File: src/rtl/id_slave_pkg.sv
package id_slave_pkg;

    typedef enum logic [3:0] {
        ST_IDLE, ST_ADDR, ST_AACK, ST_PTR, ST_PACK,
        ST_WR, ST_WACK, ST_RD, ST_MACK, ST_IGNORE
    } slv_state_t;

    localparam int unsigned SPACE_LAST = 8;
    localparam int unsigned PTR_W      = $clog2(SPACE_LAST + 1);

    // Reflected CRC-8 (x^8+x^5+x^4+1), bit 0 of data shifted first.
    function automatic logic [7:0] id_crc8(input logic [55:0] data);
        logic [7:0] c;
        logic       fb;
        c = 8'h00;
        for (int i = 0; i < 56; i++) begin
            fb = c[0] ^ data[i];
            c  = c >> 1;
            if (fb) c = c ^ 8'h8C;
        end
        return c;
    endfunction

endpackage

File: src/rtl/i2c_line_filter.sv
module i2c_line_filter #(
    parameter int unsigned FILT_LEN = 4
) (
    input  logic clk,
    input  logic rst_n,
    input  logic line_i,
    output logic line_f
);
    localparam int unsigned CW = $clog2(FILT_LEN + 1);

    logic [1:0]    sync_q;
    logic [CW-1:0] run_q;

    always_ff @(posedge clk or negedge rst_n) begin
        if (!rst_n) begin
            sync_q <= 2'b11;
            run_q  <= '0;
            line_f <= 1'b1;
        end else begin
            sync_q <= {sync_q[0], line_i};
            if (sync_q[1] == line_f) begin
                run_q <= '0;
            end else if (run_q == CW'(FILT_LEN - 1)) begin
                run_q  <= '0;
                line_f <= sync_q[1];
            end else begin
                run_q <= run_q + 1'b1;
            end
        end
    end

endmodule

File: src/rtl/i2c_bus_events.sv
module i2c_bus_events (
    input  logic clk,
    input  logic rst_n,
    input  logic scl_f,
    input  logic sda_f,
    output logic ev_start,
    output logic ev_stop,
    output logic ev_rise,
    output logic ev_fall
);
    logic scl_q, sda_q;

    always_ff @(posedge clk or negedge rst_n) begin
        if (!rst_n) begin
            scl_q <= 1'b1;
            sda_q <= 1'b1;
        end else begin
            scl_q <= scl_f;
            sda_q <= sda_f;
        end
    end

    assign ev_start = scl_f & scl_q & sda_q & ~sda_f;
    assign ev_stop  = scl_f & scl_q & ~sda_q & sda_f;
    assign ev_rise  = scl_f & ~scl_q;
    assign ev_fall  = ~scl_f & scl_q;

    AST_EVT_EXCL: assert property (@(posedge clk) disable iff (!rst_n)
        $onehot0({ev_start, ev_stop, ev_rise, ev_fall}));

endmodule

File: src/rtl/id_byte_space.sv
module id_byte_space
    import id_slave_pkg::*;
#(
    parameter logic [7:0]  FAMILY = 8'h70,
    parameter logic [47:0] SERIAL = 48'h0000_0000_0001
) (
    input  logic             clk,
    input  logic             rst_n,
    input  logic [PTR_W-1:0] ptr,
    input  logic             wr_en,
    input  logic             wr_bit,
    output logic [7:0]       rd_byte,
    output logic             mode
);
    localparam logic [7:0]  CHECK = id_crc8({SERIAL, FAMILY});
    localparam logic [63:0] IDENT = {CHECK, SERIAL, FAMILY};

    always_ff @(posedge clk or negedge rst_n) begin
        if (!rst_n)     mode <= 1'b1;
        else if (wr_en) mode <= wr_bit;
    end

    always_comb begin
        if (ptr == PTR_W'(SPACE_LAST)) rd_byte = {7'b0, mode};
        else if (ptr < PTR_W'(SPACE_LAST)) rd_byte = IDENT[{ptr[2:0], 3'b000} +: 8];
        else rd_byte = 8'h00;
    end

endmodule

File: src/rtl/i2c_id_slave.sv
module i2c_id_slave
    import id_slave_pkg::*;
#(
    parameter logic [6:0]  SLV_ADDR = 7'b1010000,
    parameter logic [7:0]  FAMILY   = 8'h70,
    parameter logic [47:0] SERIAL   = 48'h0000_0000_0001,
    parameter int unsigned FILT_LEN = 4
) (
    input  logic clk,
    input  logic rst_n,
    input  logic scl_i,
    input  logic sda_i,
    output logic sda_pull,
    output logic mode_o
);
    localparam logic [PTR_W-1:0] PTR_LAST = PTR_W'(SPACE_LAST);

    logic [1:0] raw_lines, flt_lines;
    logic       ev_start, ev_stop, ev_rise, ev_fall;

    assign raw_lines = {scl_i, sda_i};

    for (genvar g = 0; g < 2; g++) begin : g_line
        i2c_line_filter #(.FILT_LEN(FILT_LEN)) u_filt (
            .clk(clk), .rst_n(rst_n), .line_i(raw_lines[g]), .line_f(flt_lines[g]));
    end

    wire scl_f = flt_lines[1];
    wire sda_f = flt_lines[0];

    i2c_bus_events u_evt (
        .clk(clk), .rst_n(rst_n), .scl_f(scl_f), .sda_f(sda_f),
        .ev_start(ev_start), .ev_stop(ev_stop), .ev_rise(ev_rise), .ev_fall(ev_fall));

    slv_state_t       st, nxt;
    logic [3:0]       bit_cnt;
    logic [7:0]       sh, tx;
    logic [PTR_W-1:0] ptr;
    logic             rw, mack;
    logic [7:0]       rd_byte;

    wire byte_done = (bit_cnt == 4'd8);
    wire addr_hit  = (sh[7:1] == SLV_ADDR);
    wire ptr_ok    = (sh <= 8'(SPACE_LAST));
    wire [PTR_W-1:0] ptr_inc = (ptr == PTR_LAST) ? '0 : ptr + 1'b1;
    wire mode_wr   = ev_fall && (st == ST_WR) && byte_done && (ptr == PTR_LAST);

    id_byte_space #(.FAMILY(FAMILY), .SERIAL(SERIAL)) u_space (
        .clk(clk), .rst_n(rst_n), .ptr(ptr), .wr_en(mode_wr), .wr_bit(sh[0]),
        .rd_byte(rd_byte), .mode(mode_o));

    // State register
    always_ff @(posedge clk or negedge rst_n) begin
        if (!rst_n) st <= ST_IDLE;
        else        st <= nxt;
    end

    // Next state
    always_comb begin
        nxt = st;
        if (ev_start)     nxt = ST_ADDR;
        else if (ev_stop) nxt = ST_IDLE;
        else if (ev_fall) begin
            unique case (st)
                ST_ADDR:   if (byte_done) nxt = addr_hit ? ST_AACK : ST_IGNORE;
                ST_AACK:   nxt = rw ? ST_RD : ST_PTR;
                ST_PTR:    if (byte_done) nxt = ptr_ok ? ST_PACK : ST_IGNORE;
                ST_PACK:   nxt = ST_WR;
                ST_WR:     if (byte_done) nxt = (ptr == PTR_LAST) ? ST_WACK : ST_IGNORE;
                ST_WACK:   nxt = ST_WR;
                ST_RD:     if (byte_done) nxt = ST_MACK;
                ST_MACK:   nxt = mack ? ST_RD : ST_IGNORE;
                ST_IDLE, ST_IGNORE: nxt = st;
                default:   nxt = ST_IDLE;
            endcase
        end
    end

    // Bit datapath and SDA pull
    always_ff @(posedge clk or negedge rst_n) begin
        if (!rst_n) begin
            bit_cnt  <= '0;
            sh       <= '0;
            tx       <= '0;
            ptr      <= '0;
            rw       <= 1'b0;
            mack     <= 1'b0;
            sda_pull <= 1'b0;
        end else if (ev_start || ev_stop) begin
            bit_cnt  <= '0;
            sda_pull <= 1'b0;
        end else begin
            if (ev_rise) begin
                if (st == ST_ADDR || st == ST_PTR || st == ST_WR) begin
                    sh      <= {sh[6:0], sda_f};
                    bit_cnt <= bit_cnt + 1'b1;
                end
                if (st == ST_RD)   bit_cnt <= bit_cnt + 1'b1;
                if (st == ST_MACK) mack <= ~sda_f;
            end
            if (ev_fall) begin
                unique case (st)
                    ST_ADDR: if (byte_done) begin
                        rw <= sh[0]; sda_pull <= addr_hit; bit_cnt <= '0;
                    end
                    ST_AACK, ST_MACK: begin
                        bit_cnt <= '0;
                        if ((st == ST_AACK) ? rw : mack) begin
                            tx <= rd_byte; sda_pull <= ~rd_byte[7];
                        end else begin
                            sda_pull <= 1'b0;
                        end
                    end
                    ST_PTR: if (byte_done) begin
                        sda_pull <= ptr_ok; bit_cnt <= '0;
                        if (ptr_ok) ptr <= sh[PTR_W-1:0];
                    end
                    ST_PACK, ST_WACK: begin
                        sda_pull <= 1'b0; bit_cnt <= '0;
                    end
                    ST_WR: if (byte_done) begin
                        sda_pull <= (ptr == PTR_LAST); ptr <= ptr_inc; bit_cnt <= '0;
                    end
                    ST_RD: if (byte_done) begin
                        sda_pull <= 1'b0; ptr <= ptr_inc; bit_cnt <= '0;
                    end else begin
                        tx <= {tx[6:0], 1'b0}; sda_pull <= ~tx[6];
                    end
                    default: ;
                endcase
            end
        end
    end

    AST_PTR_BOUND: assert property (@(posedge clk) disable iff (!rst_n)
        ptr <= PTR_LAST);
    AST_MODE_AT_WRAP: assert property (@(posedge clk) disable iff (!rst_n)
        !$stable(mode_o) |-> ptr == '0);
    AST_PULL_SCL_LOW: assert property (@(posedge clk) disable iff (!rst_n)
        !$stable(sda_pull) |-> !scl_f);
    AST_RX_RELEASE: assert property (@(posedge clk) disable iff (!rst_n)
        (st == ST_ADDR || st == ST_PTR || st == ST_WR) |-> !sda_pull);
    AST_IGNORE_QUIET: assert property (@(posedge clk) disable iff (!rst_n)
        st == ST_IGNORE |-> !sda_pull);

endmodule

File: config.mk
export PLATFORM = sky130hd
export DESIGN_NAME = i2c_id_slave
export DESIGN_NICKNAME = d
export VERILOG_FILES = /design/src/rtl/id_slave_pkg.sv /design/src/rtl/i2c_line_filter.sv /design/src/rtl/i2c_bus_events.sv /design/src/rtl/id_byte_space.sv /design/src/rtl/i2c_id_slave.sv
export SDC_FILE = /design/constraint.sdc
export NUM_CORES = 1
export LEC_CHECK = 0
export ABC_AREA = 0
export BUFFER_PORTS_ARGS = -buffer_cell sky130_fd_sc_hd__buf_2
export CAP_MARGIN = 10
export CELL_PAD_IN_SITES_DETAIL_PLACEMENT = 1
export CELL_PAD_IN_SITES_GLOBAL_PLACEMENT = 1
export CORE_MARGIN = 4
export CORE_UTILIZATION = 45
export CTS_CLUSTER_SIZE = 10
export DETAILED_ROUTE_END_ITERATION = 12
export PLACE_DENSITY = 0.73
export SLEW_MARGIN = 40
export SYNTH_ARGS = -nofsm -noshare
export SYNTH_HDL_FRONTEND = slang
export SYNTH_SLANG_ARGS = --single-unit
File: constraint.sdc
create_clock -name clk -period 4.4 [get_ports clk]
set_input_delay 0 -clock clk [delete_from_list [all_inputs] [get_ports clk]]
set_output_delay 0 -clock clk [all_outputs]
set_load 0.02 [all_outputs]
# Word-level counts from Yosys, hierarchy flattened
# Index checks and enable logic that the tools add are counted.
# classes
reduce_logical	27
magnitude_cmp	2
eq_ne	29
mux	43
n_shift	1
bitwise_logic	16
n_addsub	4
# ops
operator	count
$mux W4	21
$shiftx A64 B7 Y8 const A	1
$pmux W4 S8	1
$eq A4 B3 Y1 const B	4
$eq A4 B4 Y1 const B	4
$mux W8	2
$ne A4 B4 Y1 const B	4
$pmux W4 S2	2
$mux W3	5
$mux W7	2
$pmux W7 S2	1
$ne A3 B3 Y1 const B	4
$reduce_and A6 Y1	2
$reduce_and A5 Y1	2
$not A1 Y1	9
$add A4 B1 Y4 const B	2
$eq A4 B2 Y1 const B	2
$le A8 B4 Y1 const B	1
$mux W1	8
$ne A2 B2 Y1 const B	4
$reduce_or A2 Y1	4
$reduce_or A4 Y1	2
$and A1 B1 Y1	7
$eq A7 B7 Y1 const B	1
16 further kinds	27
# word_totals
regBits	45
in_bits	4
out_inout_bits	2
wordCells	139

# Longest topological paths before layout
# Gate-level depths: netlist of the first run.
# depth
depth_word	10
depth_mapped	8

# Modules after synthesis
# Synthesis of the first run repeated with hierarchy kept, for this count alone.
# hier_totals
hier_cells	259
area_unflattened_um2	2596.2
# by_module_without_submodules
module	cells_per_inst	seq_area_each_um2	area_per_inst_um2	n_inst
i2c_id_slave	211	750.7	1945.6	1
i2c_line_filter	13	153.9	220.2	2
id_byte_space	16	26.3	122.6	1
i2c_bus_events	6	52.6	87.6	1

# Worst setup path before layout of the first run
# No wires, ideal clock.
# synth_path
path_type	flip-flop to flip-flop
startpoint	reg u_evt.scl_q
endpoint	reg ptr[2]
required_time_ns	4.275
setup_slack_ns	2.663
n_path_buf	0
arrival_ns	1.612
stages_incl_launch_ff	5
setup_time_ns	0.125
path_cell_list	dfstp_2 -> nor2b_1 -> nand2_1 -> a21oi_1 -> mux2_2
# synth_via
elab_chain_cells	6
elab_cells_between_ends	9
cone_classes	bitwise: 7; reduce/logical: 2
# synth_lines
element	line_no	rtl
start: declaration	i2c_bus_events.sv:11	logic scl_q, sda_q;
start signal: assignment	i2c_bus_events.sv:18	scl_q <= scl_f;
$and A1 B1 Y1	i2c_bus_events.sv:23, i2c_bus_events.sv:24	
$and A1 B1 Y1 (on tied branches) (2 in series)	i2c_bus_events.sv:23, i2c_bus_events.sv:24	
$logic_or A1 B1 Y1	i2c_id_slave.sv:89	end else if (ev_start || ev_stop) begin
$not A1 Y1 (no line)	-	
$reduce_and A6 Y1 (no line) (*)	-	
end signal: assignment	i2c_id_slave.sv:116	if (ptr_ok) ptr <= sh[PTR_W-1:0];
end: declaration	i2c_id_slave.sv:38	logic [PTR_W-1:0] ptr;
# Every way passes the cells marked *; elsewhere a longest branch is shown, timed or not.
# A chain may end at the register's enable or synchronous reset.

# Final worst setup path of the first run
# layout_path
startpoint	reg st[1]
endpoint	reg ptr[2]
# layout_via
elab_chain_cells	4
elab_cells_between_ends	10
cone_classes	eq/ne: 6; mux: 1; reduce/logical: 3
# layout_lines
element	line_no	rtl
start: declaration	i2c_id_slave.sv:35	slv_state_t st, nxt;
start signal: assignment	i2c_id_slave.sv:55	else st <= nxt;
$eq A4 B3 Y1	i2c_id_slave.sv:102	unique case (st)
$reduce_or A2 Y1 (no line)	-	
$ne A2 B1 Y1 (no line) or $reduce_bool A2 Y1 (tied branches)	-	
$reduce_and A6 Y1 (no line)	-	
# Parallel ways exist; a longest one is shown, timed or not.

==> impl_summary.txt, run 1 <==
----------------------------------------------------
[Status]
  Outcome ... complete, no violations

[Power]
  Total power divided by cell area ... approximately 570 nW/um^2
  Worst voltage drop across the vdd grid ... 0.000273 V
  Leakage power figure ... ~1.1 nW

[Worst setup path]
  Reg-to-reg slack, setup ... 2.15 ns
  CP Capture Type ... flop
  Largest fanout of any net on the critical path ... 23
  Startpoint-to-endpoint class of the critical path ... flop to flop
  Arr. time, crit path ... 2.44 ns
  Critical path required time ... 4.59 ns
  Kind of start point of the critical path ... flop

[Clock tree]
  Clock network latency to the later pin of the worst-skew pair ... 0.30 ns
  # resized after CTS ... 0
  H-tree level count ... 2
  Maximum root-to-sink buffer count ... 2
  Number of buffers inserted by post-CTS setup repair ... 0
  Cell at the root of the clock tree ... sky130_fd_sc_hd__clkbuf_8
  Number of buffers added to fix hold violations after cts ... 3
  Sink Count ... 45
  Clock transition time at the flip-flop clock pins of the worst setup and hold paths ... around 0.09 ns
  CTS tree ... built
  Number of buffers inserted during clock tree synthesis ... 5

[STA]
  Peak Freq ... around 440 MHz
  Relative slew slack ... around 56%
  Total negative slack for setup checks ... 0 ns
  Fin crit share ... 51.2%
  Number of failing hold endpoints at the final stage ... 0
  Total setup violations reported at the end of the flow ... 0
  Hold slack ... 0.236 ns
  Worst Skew ... around 0.0092 ns
  Total count of max-transition violations in the final report ... 0
  Tmin final ... 2.25 ns
  Slew of the pin with the lowest slew margin ... 0.660 ns
  Post-layout worst setup margin ... 2.15 ns
  RSZ-0062 raised after global routing ... false

[Route]
  Vias after detailed routing ... 1744
  Routed Antenna Nets ... 0
  Via density per instance ... 5.57
  Total routed wirelength ... 4990 um
  First-pass detailed-route iteration total ... 4
  Avg WL per Cell ... 15.9 um
  Detailed Route Iter0 Violations ... 97
  Remaining DRCs ... 0

[GRT]
  Pin count of the biggest net entering global routing ... 46
  Global route total overflow ... 0
  Overall fraction of global-route tracks in use ... 17.9%
  Via count of the first global-routing pass ... 1777
  Wire length of the first global-routing pass ... 8850 um
  Antenna violations before repair ... 0

[Yosys]
  Synth Register Bits ... 45
  Ys async rst share ... 100%
  Number of synthesized flops with an enable pin ... 0
  Synth Flop Type ... sky130_fd_sc_hd__dfrtp_1
  Average instance area after synthesis ... 10.2 um^2
  Count of synthesis-stage warnings from yosys ... 0
  Number of nets in the synthesized netlist ... 248
  Cells after synthesis ... 236
  Yosys top cell area share ... 37.6%
  Unique cell type count in the Yosys netlist ... 54
  Dominant cell type by area after synthesis ... sky130_fd_sc_hd__dfrtp_1
  Register area share after synthesis ... between 40% and 50%
  Netlist area before placement ... 2400 um^2
  Most instantiated cells after synthesis ... sky130_fd_sc_hd__dfrtp_1 (36), sky130_fd_sc_hd__nand2_1 (24), sky130_fd_sc_hd__nor2_1 (18)
  Top cells by area, synth ... sky130_fd_sc_hd__dfrtp_1 (38%), sky130_fd_sc_hd__dfstp_2 (9.9%), sky130_fd_sc_hd__mux2_2 (6.1%)
  Count leader, synth ... sky130_fd_sc_hd__dfrtp_1

[Floorplanning]
  Area of the core region ... just over 5000 um^2
  I/O pin count ... 6
  Die area ... 6560 um^2
  Chip Height ... 81.0 um
  Number of rows created at floorplan ... 26
  Width of the die ... 81.0 um
  Initial core utilization ... about 47%

[Final layout]
  Share of the core filled with cells in the final layout ... between 50% and 60%
  ANT cells ... 0
  Fill count ... about 600
  Post-synthesis to final-layout area growth ... 9.09%
  Nets ... 254
  Fraction of layout cells with a size suffix above 1 ... roughly 16%
  Final design area excluding fillers ... 2610 um^2

[Placed design]
  Post-DP HPWL ... 3550 um
  Routability-driven placement congestion ratio ... 0.745
  Count of buffers inserted at the top-level ports ... 5
  Area of placed instances ... approximately 2500 um^2
  Setup Slack @ Placement ... roughly 2.2 ns

[Hold path]
  Worst hold path class ... input pin to async pin

[Run]
  Max-cap check violation count ... 0

----------------------------------------------------
power breakdown:
group	internal (mW)	total, mW	switching, mW	leakage, nW
Clock	0.171	0.315	0.145	0.0554
Sequential	0.531	0.690	0.159	0.575
Combinational	0.235	0.490	0.255	0.518
worst max-delay path: stages (launching register included):
cell                        delay (ns)
sky130_fd_sc_hd__dfrtp_1          0.77
sky130_fd_sc_hd__o2111ai_1        0.32
sky130_fd_sc_hd__nand2b_1         0.27
sky130_fd_sc_hd__a21oi_1          0.38
sky130_fd_sc_hd__mux2_2           0.39
cells by family (layout without fill, tap and decap cells):
family	count (synthesis)	in the layout	synth area share (%)
mux	19	19	8.62
xor+xnor	7	7	2.56
buf+inv	17	24	3.03
simple gates	87	87	19.0
fa+ha+maj	8	8	4.18
flops	45	45	47.5
compound gates	53	53	15.1
cell usage in the layout, fill, tap and decap left out, types with 3 or more instances in the layout:
cell type | synthesis | layout
sky130_fd_sc_hd__a211oi_1 | 3 | 3
sky130_fd_sc_hd__a21oi_1 | 8 | 8
sky130_fd_sc_hd__a22o_1 | 3 | 3
sky130_fd_sc_hd__buf_2 | 4 | 4
sky130_fd_sc_hd__clkbuf_8 | 0 | 5
sky130_fd_sc_hd__dfrtp_1 | 36 | 36
sky130_fd_sc_hd__dfstp_2 | 9 | 9
sky130_fd_sc_hd__dlygate4sd3_1 | 0 | 3
sky130_fd_sc_hd__ha_1 | 8 | 8
sky130_fd_sc_hd__inv_1 | 7 | 7
sky130_fd_sc_hd__mux2_2 | 13 | 13
sky130_fd_sc_hd__mux2i_1 | 6 | 6
sky130_fd_sc_hd__nand2_1 | 24 | 24
sky130_fd_sc_hd__nand2b_1 | 6 | 6
sky130_fd_sc_hd__nand3_1 | 5 | 5
sky130_fd_sc_hd__nand3b_1 | 4 | 4
sky130_fd_sc_hd__nor2_1 | 18 | 18
sky130_fd_sc_hd__nor2b_1 | 6 | 6
sky130_fd_sc_hd__nor3_1 | 7 | 7
sky130_fd_sc_hd__nor3b_1 | 3 | 3
sky130_fd_sc_hd__o21a_1 | 3 | 3
sky130_fd_sc_hd__o21ai_0 | 14 | 14
sky130_fd_sc_hd__o21bai_1 | 3 | 3
sky130_fd_sc_hd__o31ai_1 | 3 | 3
sky130_fd_sc_hd__xnor2_1 | 3 | 3
sky130_fd_sc_hd__xor2_1 | 4 | 4
per-layer routing:
layer	wire length, um	up-vias	global-route usage [%]
met1	2500	861	24.3
li1	-	860	-
met5	0	-	0
met3	111	7	3.66
met2	2280	16	27.3
met4	95	0	8.11
stage by stage:
| stage | total power [mW] | cells |
|---|---|---|
| floorplan | 1.05 | 236 |
| global placement | 1.17 | 302 |
| CTS | 1.52 | 313 |
| detailed placement | 1.19 | 302 |
| global route | 1.62 | 313 |
| finish | 1.50 | 313 |
worst paths after layout:
check / start / endpoint / cells past startpoint
setup / recovery: st[1] / ptr[2] / 4
hold / removal: rst_n / sda_pull / 2
setup reg to reg: st[1] / ptr[2] / 4
hold reg to reg: g_line[1].u_filt.sync_q[0] / g_line[1].u_filt.sync_q[1] / 0
max in group asynchronous: rst_n / g_line[1].u_filt.sync_q[1] / 2
min in group clk: sda_i / g_line[0].u_filt.sync_q[0] / 2
cell type report:
class	count	area (um^2)	area share, %
Clock buffer	6	72.6	2.78
Clock inverter	2	38.8	1.48
Timing Repair Buffer	9	65.1	2.49
Sequential cell	45	1140	43.5
Inverter	7	26.3	1.01
Tap cell	70	87.6	3.35
Multi-Input combinational cell	174	1190	45.4
flip-flops by register name, indices dropped and copies added, names as in the netlist:
| signal | flops |
|---|---|
| sh | 8 |
| ptr | 4 |
| sda_pull | 1 |
| g_line.u_filt.run_q | 6 |
| rw | 1 |
| u_evt.sda_q | 1 |
| g_line.u_filt.line_f | 2 |
| u_evt.scl_q | 1 |
| mack | 1 |
| g_line.u_filt.sync_q | 4 |
| st | 4 |
| u_space.mode | 1 |
| bit_cnt | 4 |
| tx | 7 |
(Power assumes the default switching activity.)
==> inputs of run 2 (changes only) <==
clock period = 2.2 ns   (was 4.4 ns; I/O delays follow)
==> run 2 against run 1 <==
Compared with the run above: setup slack got worse by 2.0 ns; register-to-register slack got worse by 2.0 ns; largest cell class unchanged; clock skew decreased by 0.0044 ns; highest routed layer unchanged; non-clock buffer count increased by 11; maximum frequency increased by 11%; sequential power increased by 87%; first-iteration DRC count increased by 20%; combinational power increased by 130%; critical endpoint is now st[0]; sequential share of layout area decreased by 1.4 points; utilization increased by 1.7 points.
==> impl_summary.txt, run 2 (synthesis results as in run 1) <==
----------------------------------------------------
[Status]
  Outcome ... complete, no violations

[Worst setup path]
  Kind of start point of the critical path ... flop
  Critical path required time ... 2.43 ns
  Largest fanout of any net on the critical path ... 13
  CP Capture Type ... flop
  Startpoint-to-endpoint class of the critical path ... flop to flop
  Arr. time, crit path ... 2.25 ns

[STA]
  Total negative slack for setup checks ... 0 ns
  RSZ-0062 raised after global routing ... false
  Worst Skew ... a little under 0.005 ns
  Peak Freq ... 495 MHz
  Total setup violations reported at the end of the flow ... 0
  Fin crit share ... 91.9%
  Total count of max-transition violations in the final report ... 0
  Number of failing hold endpoints at the final stage ... 0
  Tmin final ... 2.02 ns
  Relative slew slack ... 63.7%
  Slew of the pin with the lowest slew margin ... 0.544 ns

[Clock tree]
  Clock network latency to the later pin of the worst-skew pair ... roughly 0.3 ns
  H-tree level count ... 2
  Clock transition time at the flip-flop clock pins of the worst setup and hold paths ... 0.09 ns
  Sink Count ... 45
  CTS tree ... built
  Number of buffers inserted by post-CTS setup repair ... 0
  Number of buffers added to fix hold violations after cts ... 3
  Number of buffers inserted during clock tree synthesis ... 5
  Cell at the root of the clock tree ... sky130_fd_sc_hd__clkbuf_8
  # resized after CTS ... 0
  Maximum root-to-sink buffer count ... 2

[Power]
  Sw Share ... a little under two fifths
  Net switching component of the power ... 1.13 mW
  Part of the power in the clock network ... 21.0%
  Worst voltage drop across the vdd grid ... 0.000552 V
  Reg power frac ... 42.5%
  Logic pwr share ... 36.6%
  Power Internal ... between 1.5 and 2 mW
  Leakage power figure ... 1.20 nW
  Total power divided by cell area ... 1130 nW/um^2

[Final layout]
  ANT cells ... 0
  Fraction of layout cells with a size suffix above 1 ... 20.5%
  Fill count ... 603
  Biggest regs ... sh (8), tx (7), g_line.u_filt.run_q (6)
  Leading cell type in the layout, fill and taps excluded ... sky130_fd_sc_hd__dfrtp_1
  Number of cells in the finished layout apart from fillers ... 324
  Post-synthesis to final-layout area growth ... 12.7%
  Nets ... approximately 270
  Most frequent cells in the layout ... sky130_fd_sc_hd__dfrtp_1 (36), sky130_fd_sc_hd__nand2_1 (24), sky130_fd_sc_hd__nor2_1 (18), sky130_fd_sc_hd__o21ai_0 (14)
  Number of flip-flops under the largest register name ... 8
  Register with the most flip-flops ... sh

[GRT]
  Global route total overflow ... 0
  Wire length of the first global-routing pass ... 9180 um
  Overall fraction of global-route tracks in use ... 18.2%
  Antenna violations before repair ... 0
  Pin count of the biggest net entering global routing ... 44
  Via count of the first global-routing pass ... between 1500 and 2000

[Route]
  Routed Antenna Nets ... 0
  Detailed Route Iter0 Violations ... between 100 and 150
  Total routed wirelength ... 5220 um
  Vias after detailed routing ... about 1800
  First-pass detailed-route iteration total ... 4
  Avg WL per Cell ... approximately 16 um
  Via density per instance ... 5.46
  Remaining DRCs ... 0

[Placed design]
  Cell total after placement ... 313
  Post-DP HPWL ... between 3000 and 4000 um
  Count of buffers inserted at the top-level ports ... 5
  Routability-driven placement congestion ratio ... 0.834

[Floorplanning]
  I/O pin count ... 6
  Number of rows created at floorplan ... 26
  Initial core utilization ... a little under half
  Width of the die ... about 80 um
  Die area ... 6560 um^2
  Chip Height ... 81.0 um
  Area of the core region ... 5140 um^2

[Run]
  Max-cap check violation count ... 0

[Hold path]
  Worst hold path class ... input pin to async pin

----------------------------------------------------
## run 2: cell types whose count changed in the layout (fill, tap and decap cells not counted), sizes merged
cell and change:
buf +11, clkbuf -1, clkinvlp +1
## run 2: final cells by class
| class | count | area (um^2) | area share [%] |
|---|---|---|---|
| Tap cell | 70 | 87.6 | 3.24 |
| Timing Repair Buffer | 20 | 148 | 5.47 |
| Multi-Input combinational cell | 174 | 1190 | 43.9 |
| Inverter | 7 | 26.3 | 0.973 |
| Clock inverter | 3 | 46.3 | 1.71 |
| Sequential cell | 45 | 1140 | 42.1 |
| Clock buffer | 5 | 68.8 | 2.55 |
## run 2: worst max-delay path, stage by stage (launching register included)
cell and delay, ns:
sky130_fd_sc_hd__dfrtp_1 0.59, sky130_fd_sc_hd__or4b_1 0.63, sky130_fd_sc_hd__o21ai_2 0.15, sky130_fd_sc_hd__nor2_1 0.08, sky130_fd_sc_hd__a221o_1 0.38, sky130_fd_sc_hd__a22oi_2 0.12
## run 2: path summary, 6_finish.rpt
check | from | slack [ns] | cells past startpoint | to
worst max-delay path | st[3] | 0.18 | 5 | st[0]
worst min-delay path | rst_n | 0.24 | 2 | tx[6]
worst max register to register | st[3] | 0.18 | 5 | st[0]
worst min register to register | g_line[1].u_filt.sync_q[0] | 0.36 | 0 | g_line[1].u_filt.sync_q[1]
max in group asynchronous | rst_n | 1.40 | 3 | u_evt.sda_q
min in group clk | scl_i | 0.34 | 2 | g_line[1].u_filt.sync_q[0]
## run 2: power groups by stage
stage          logic, mW  clock network (mW)  registers (mW)
6_report            1.12               0.639            1.29
5_1_grt             1.26               0.695            1.34
4_1_cts             1.12               0.656            1.30
3_5_place_dp        1.10                   0            1.31
3_3_place_gp        1.08                   0            1.30
2_1_floorplan      0.893                   0            1.21
## run 2: routing by layer
layer	routed length [um]	share of wire [%]	vias up	track usage, %
met5	0	0	-	0
li1	-	-	878	-
met1	2540	49	872	24.5
met3	119	2.3	5	3.88
met2	2510	48	13	30.1
met4	47	0.90	0	4.39
## run 2: per-stage QoR
stage	worst slack [ns]	area, um^2	total power, mW	utilization [%]	hold slack (ns)
after floorplan	0.463	2400	2.11	-	-0.296
after global placement	0.310	2550	2.38	49.7	0.105
after detailed placement	0.249	2550	2.42	49.7	0.0308
after CTS	0.179	2700	3.08	52.5	0.246
after global routing	0.0266	2700	3.29	52.5	0.293
final	0.178	2700	3.05	52.5	0.243
==> inputs of run 3 (changes only) <==
ABC_AREA = 1   (was 0)
PLACE_DENSITY = 0.76   (was 0.73)
SKIP_CTS_REPAIR_TIMING = 1   (was not set)
==> run 3 against run 2 <==
Compared with the run above: sequential cell count stayed put; combinational power down 5%; first-iteration DRC count is 25% lower; register-to-register slack improved by 0.22 ns; synthesized cell count up 30%; hold slack worse by 0.041 ns; largest cell class unchanged.
==> impl_summary.txt, run 3 <==
----------------------------------------------------
[Yosys]
  Number of synthesized flops with an enable pin ... 0
  Average instance area after synthesis ... 8.09 um^2
  Synth Register Bits ... 45
  Yosys top cell area share ... 36.4%
  Synth Flop Type ... sky130_fd_sc_hd__dfrtp_1
  Unique cell type count in the Yosys netlist ... 31
  Dominant cell type by area after synthesis ... sky130_fd_sc_hd__dfrtp_1
  Number of nets in the synthesized netlist ... 318
  Most instantiated cells after synthesis ... sky130_fd_sc_hd__nand2_1 (84), sky130_fd_sc_hd__inv_1 (41), sky130_fd_sc_hd__dfrtp_1 (36)
  Ys async rst share ... 100%
  Netlist area before placement ... 2470 um^2
  Cells after synthesis ... 306
  Register area share after synthesis ... 46.0%
  Count of synthesis-stage warnings from yosys ... 0
  Count leader, synth ... sky130_fd_sc_hd__nand2_1
  Top cells by area, synth ... sky130_fd_sc_hd__dfrtp_1 (36%), sky130_fd_sc_hd__nand2_1 (13%), sky130_fd_sc_hd__dfstp_2 (9.6%)

[Route]
  Remaining DRCs ... 0
  Routed Antenna Nets ... 0
  Total routed wirelength ... approximately 5300 um
  Via density per instance ... 5.00
  Detailed Route Iter0 Violations ... 87
  Vias after detailed routing ... a little under 2000
  Avg WL per Cell ... 13.6 um
  First-pass detailed-route iteration total ... 4

[Final layout]
  Register with the most flip-flops ... sh
  Share of the core filled with cells in the final layout ... 51.8%
  ANT cells ... 0
  Most frequent cells in the layout ... sky130_fd_sc_hd__nand2_1 (84), sky130_fd_sc_hd__inv_1 (41), sky130_fd_sc_hd__dfrtp_1 (36), sky130_fd_sc_hd__nor2_1 (29), sky130_fd_sc_hd__nand3_1 (22)
  Leading cell type in the layout, fill and taps excluded ... sky130_fd_sc_hd__nand2_1
  Biggest regs ... sh (8), tx (7), g_line.u_filt.run_q (6)
  Nets ... ~330
  Number of flip-flops under the largest register name ... 8
  Post-synthesis to final-layout area growth ... 8.95%
  Fraction of layout cells with a size suffix above 1 ... around 13%

[GRT]
  Met3 routing resource usage after global routing ... 3.58%
  Antenna violations before repair ... 0
  Met1 global-route usage ... 26.4%
  Layer with the highest usage after global routing ... met2
  Global route total overflow ... 0
  Met2 Usage GRT ... slightly below 30%
  Via count of the first global-routing pass ... between 2000 and 2500
  Pin count of the biggest net entering global routing ... 39
  Overall fraction of global-route tracks in use ... 18.7%
  Wire length of the first global-routing pass ... ~9600 um

[Worst setup path]
  Arr. time, crit path ... 2.00 ns
  Kind of start point of the critical path ... flop
  Cell depth of the worst flop-to-flop path ... 6
  Largest fanout of any net on the critical path ... 14
  Worst r2r dst ... tx[5]
  Crit Reg-Reg Startpoint ... st[1]
  CP Capture Type ... flop
  Reg-to-reg slack, setup ... 0.40 ns
  Critical path required time ... 2.39 ns
  Startpoint-to-endpoint class of the critical path ... flop to flop

[STA]
  Number of failing hold endpoints at the final stage ... 0
  Total negative slack for setup checks ... 0 ns
  Worst Skew ... 0.00981 ns
  Total count of max-transition violations in the final report ... 0
  Peak Freq ... approximately 550 MHz
  Slew of the pin with the lowest slew margin ... between 0.4 and 0.5 ns
  Total setup violations reported at the end of the flow ... 0
  Fin crit share ... 82.0%
  Relative slew slack ... 66.8%
  Tmin final ... ~1.8 ns
  RSZ-0062 raised after global routing ... false

[Placed design]
  Post-DP HPWL ... 4090 um
  Routability-driven placement congestion ratio ... 0.855
  Count of buffers inserted at the top-level ports ... 5

[Floorplanning]
  Die area ... just under 7000 um^2
  Initial core utilization ... about 48%
  Width of the die ... a little over 80 um
  Area of the core region ... 5200 um^2
  Chip Height ... 82.2 um
  I/O pin count ... 6
  Number of rows created at floorplan ... 26

[Clock tree]
  Cell at the root of the clock tree ... sky130_fd_sc_hd__clkbuf_8
  H-tree level count ... 2
  Clock network latency to the later pin of the worst-skew pair ... 0.31 ns
  Maximum root-to-sink buffer count ... 2
  Number of buffers inserted during clock tree synthesis ... 5
  Clock transition time at the flip-flop clock pins of the worst setup and hold paths ... 0.10 ns
  CTS tree ... built
  Sink Count ... 45

[Status]
  Outcome ... complete, no violations

[Power]
  Total power divided by cell area ... 1050 nW/um^2
  Leakage power figure ... 1.40 nW
  Worst voltage drop across the vdd grid ... 0.000538 V

[Run]
  Max-cap check violation count ... 0

[Hold path]
  Worst hold path class ... input pin to async pin

----------------------------------------------------
run 3: cell count changes after synthesis, moves of 8 or more:
| cell | previous run | this run |
|---|---|---|
| sky130_fd_sc_hd__mux2_2 | 13 | 0 |
| sky130_fd_sc_hd__nor2_1 | 18 | 29 |
| sky130_fd_sc_hd__nand2_1 | 24 | 84 |
| sky130_fd_sc_hd__inv_1 | 7 | 41 |
| sky130_fd_sc_hd__nand3_1 | 5 | 22 |
| sky130_fd_sc_hd__nand4_1 | 1 | 9 |
run 3: logic make-up after synthesis:
group | share of synthesized area, %
muxes | 0.404
DFF | 46.0
and+or+nand+nor | 30.4
adders and majority gates | 4.04
buffers and inverters | 7.73
xor gates and xnor gates | 1.77
AOI/OAI and AO/OA | 9.71
run 3: critical path, cell delays in order (launching register included):
cell and delay (ns):
sky130_fd_sc_hd__dfrtp_1 0.48, sky130_fd_sc_hd__nor2_1 0.31, sky130_fd_sc_hd__nand3_2 0.21, sky130_fd_sc_hd__nand3_2 0.13
sky130_fd_sc_hd__nand3_2 0.28, sky130_fd_sc_hd__nor2_1 0.22, sky130_fd_sc_hd__a21oi_2 0.04
run 3: report_power, final:
part	internal (mW)	switching, mW	leakage [nW]
Clock	0.232	0.322	0.0487
Combinational	0.346	0.710	0.768
Sequential	1.06	0.169	0.578
run 3: layout make-up:
type                       instances  area, um^2
fill                             657        2510
multi-input combinational        216        1150
sequential                        45        1140
inverter                          42         158
tap                               70        87.6
timing repair buffer              10        72.6
clock buffer                       5        68.8
clock inverter                     3        26.3
run 3: worst max-delay path by stage:
stage / from / to / slack, ns / cells after the start
after global placement: bit_cnt[0] / st[0] / 0.47 / 9
after CTS: bit_cnt[0] / ptr[3] / 0.37 / 7
after global routing: bit_cnt[0] / st[0] / 0.14 / 9
after floorplan: bit_cnt[0] / ptr[0] / 0.69 / 7
final: st[1] / tx[5] / 0.40 / 6
after detailed placement: bit_cnt[0] / ptr[3] / 0.39 / 7
run 3: per-stage QoR:
| stage | power, mW | hold slack [ns] | std cells | setup slack [ns] | instance area (um^2) |
|---|---|---|---|---|---|
| 2_1_floorplan | 2.04 | -0.296 | 306 | 0.688 | 2470 |
| 3_3_place_gp | 2.28 | 0.105 | 380 | 0.466 | 2570 |
| 3_5_place_dp | 2.31 | 0.00912 | 380 | 0.394 | 2570 |
| 4_1_cts | 2.87 | -0.330 | 388 | 0.375 | 2670 |
| 5_1_grt | 3.13 | 0.237 | 391 | 0.138 | 2700 |
| 6_report | 2.84 | 0.202 | 391 | 0.395 | 2700 |
run 3: per-layer routing:
| layer | vias to the layer above | wire (um) | part of all wire (%) |
|---|---|---|---|
| li1 | 1012 | - | - |
| met1 | 920 | 2760 | 52 |
| met2 | 18 | 2390 | 45 |
| met3 | 5 | 135 | 2.5 |
| met4 | 0 | 48 | 0.90 |
| met5 | - | 0 | 0 |
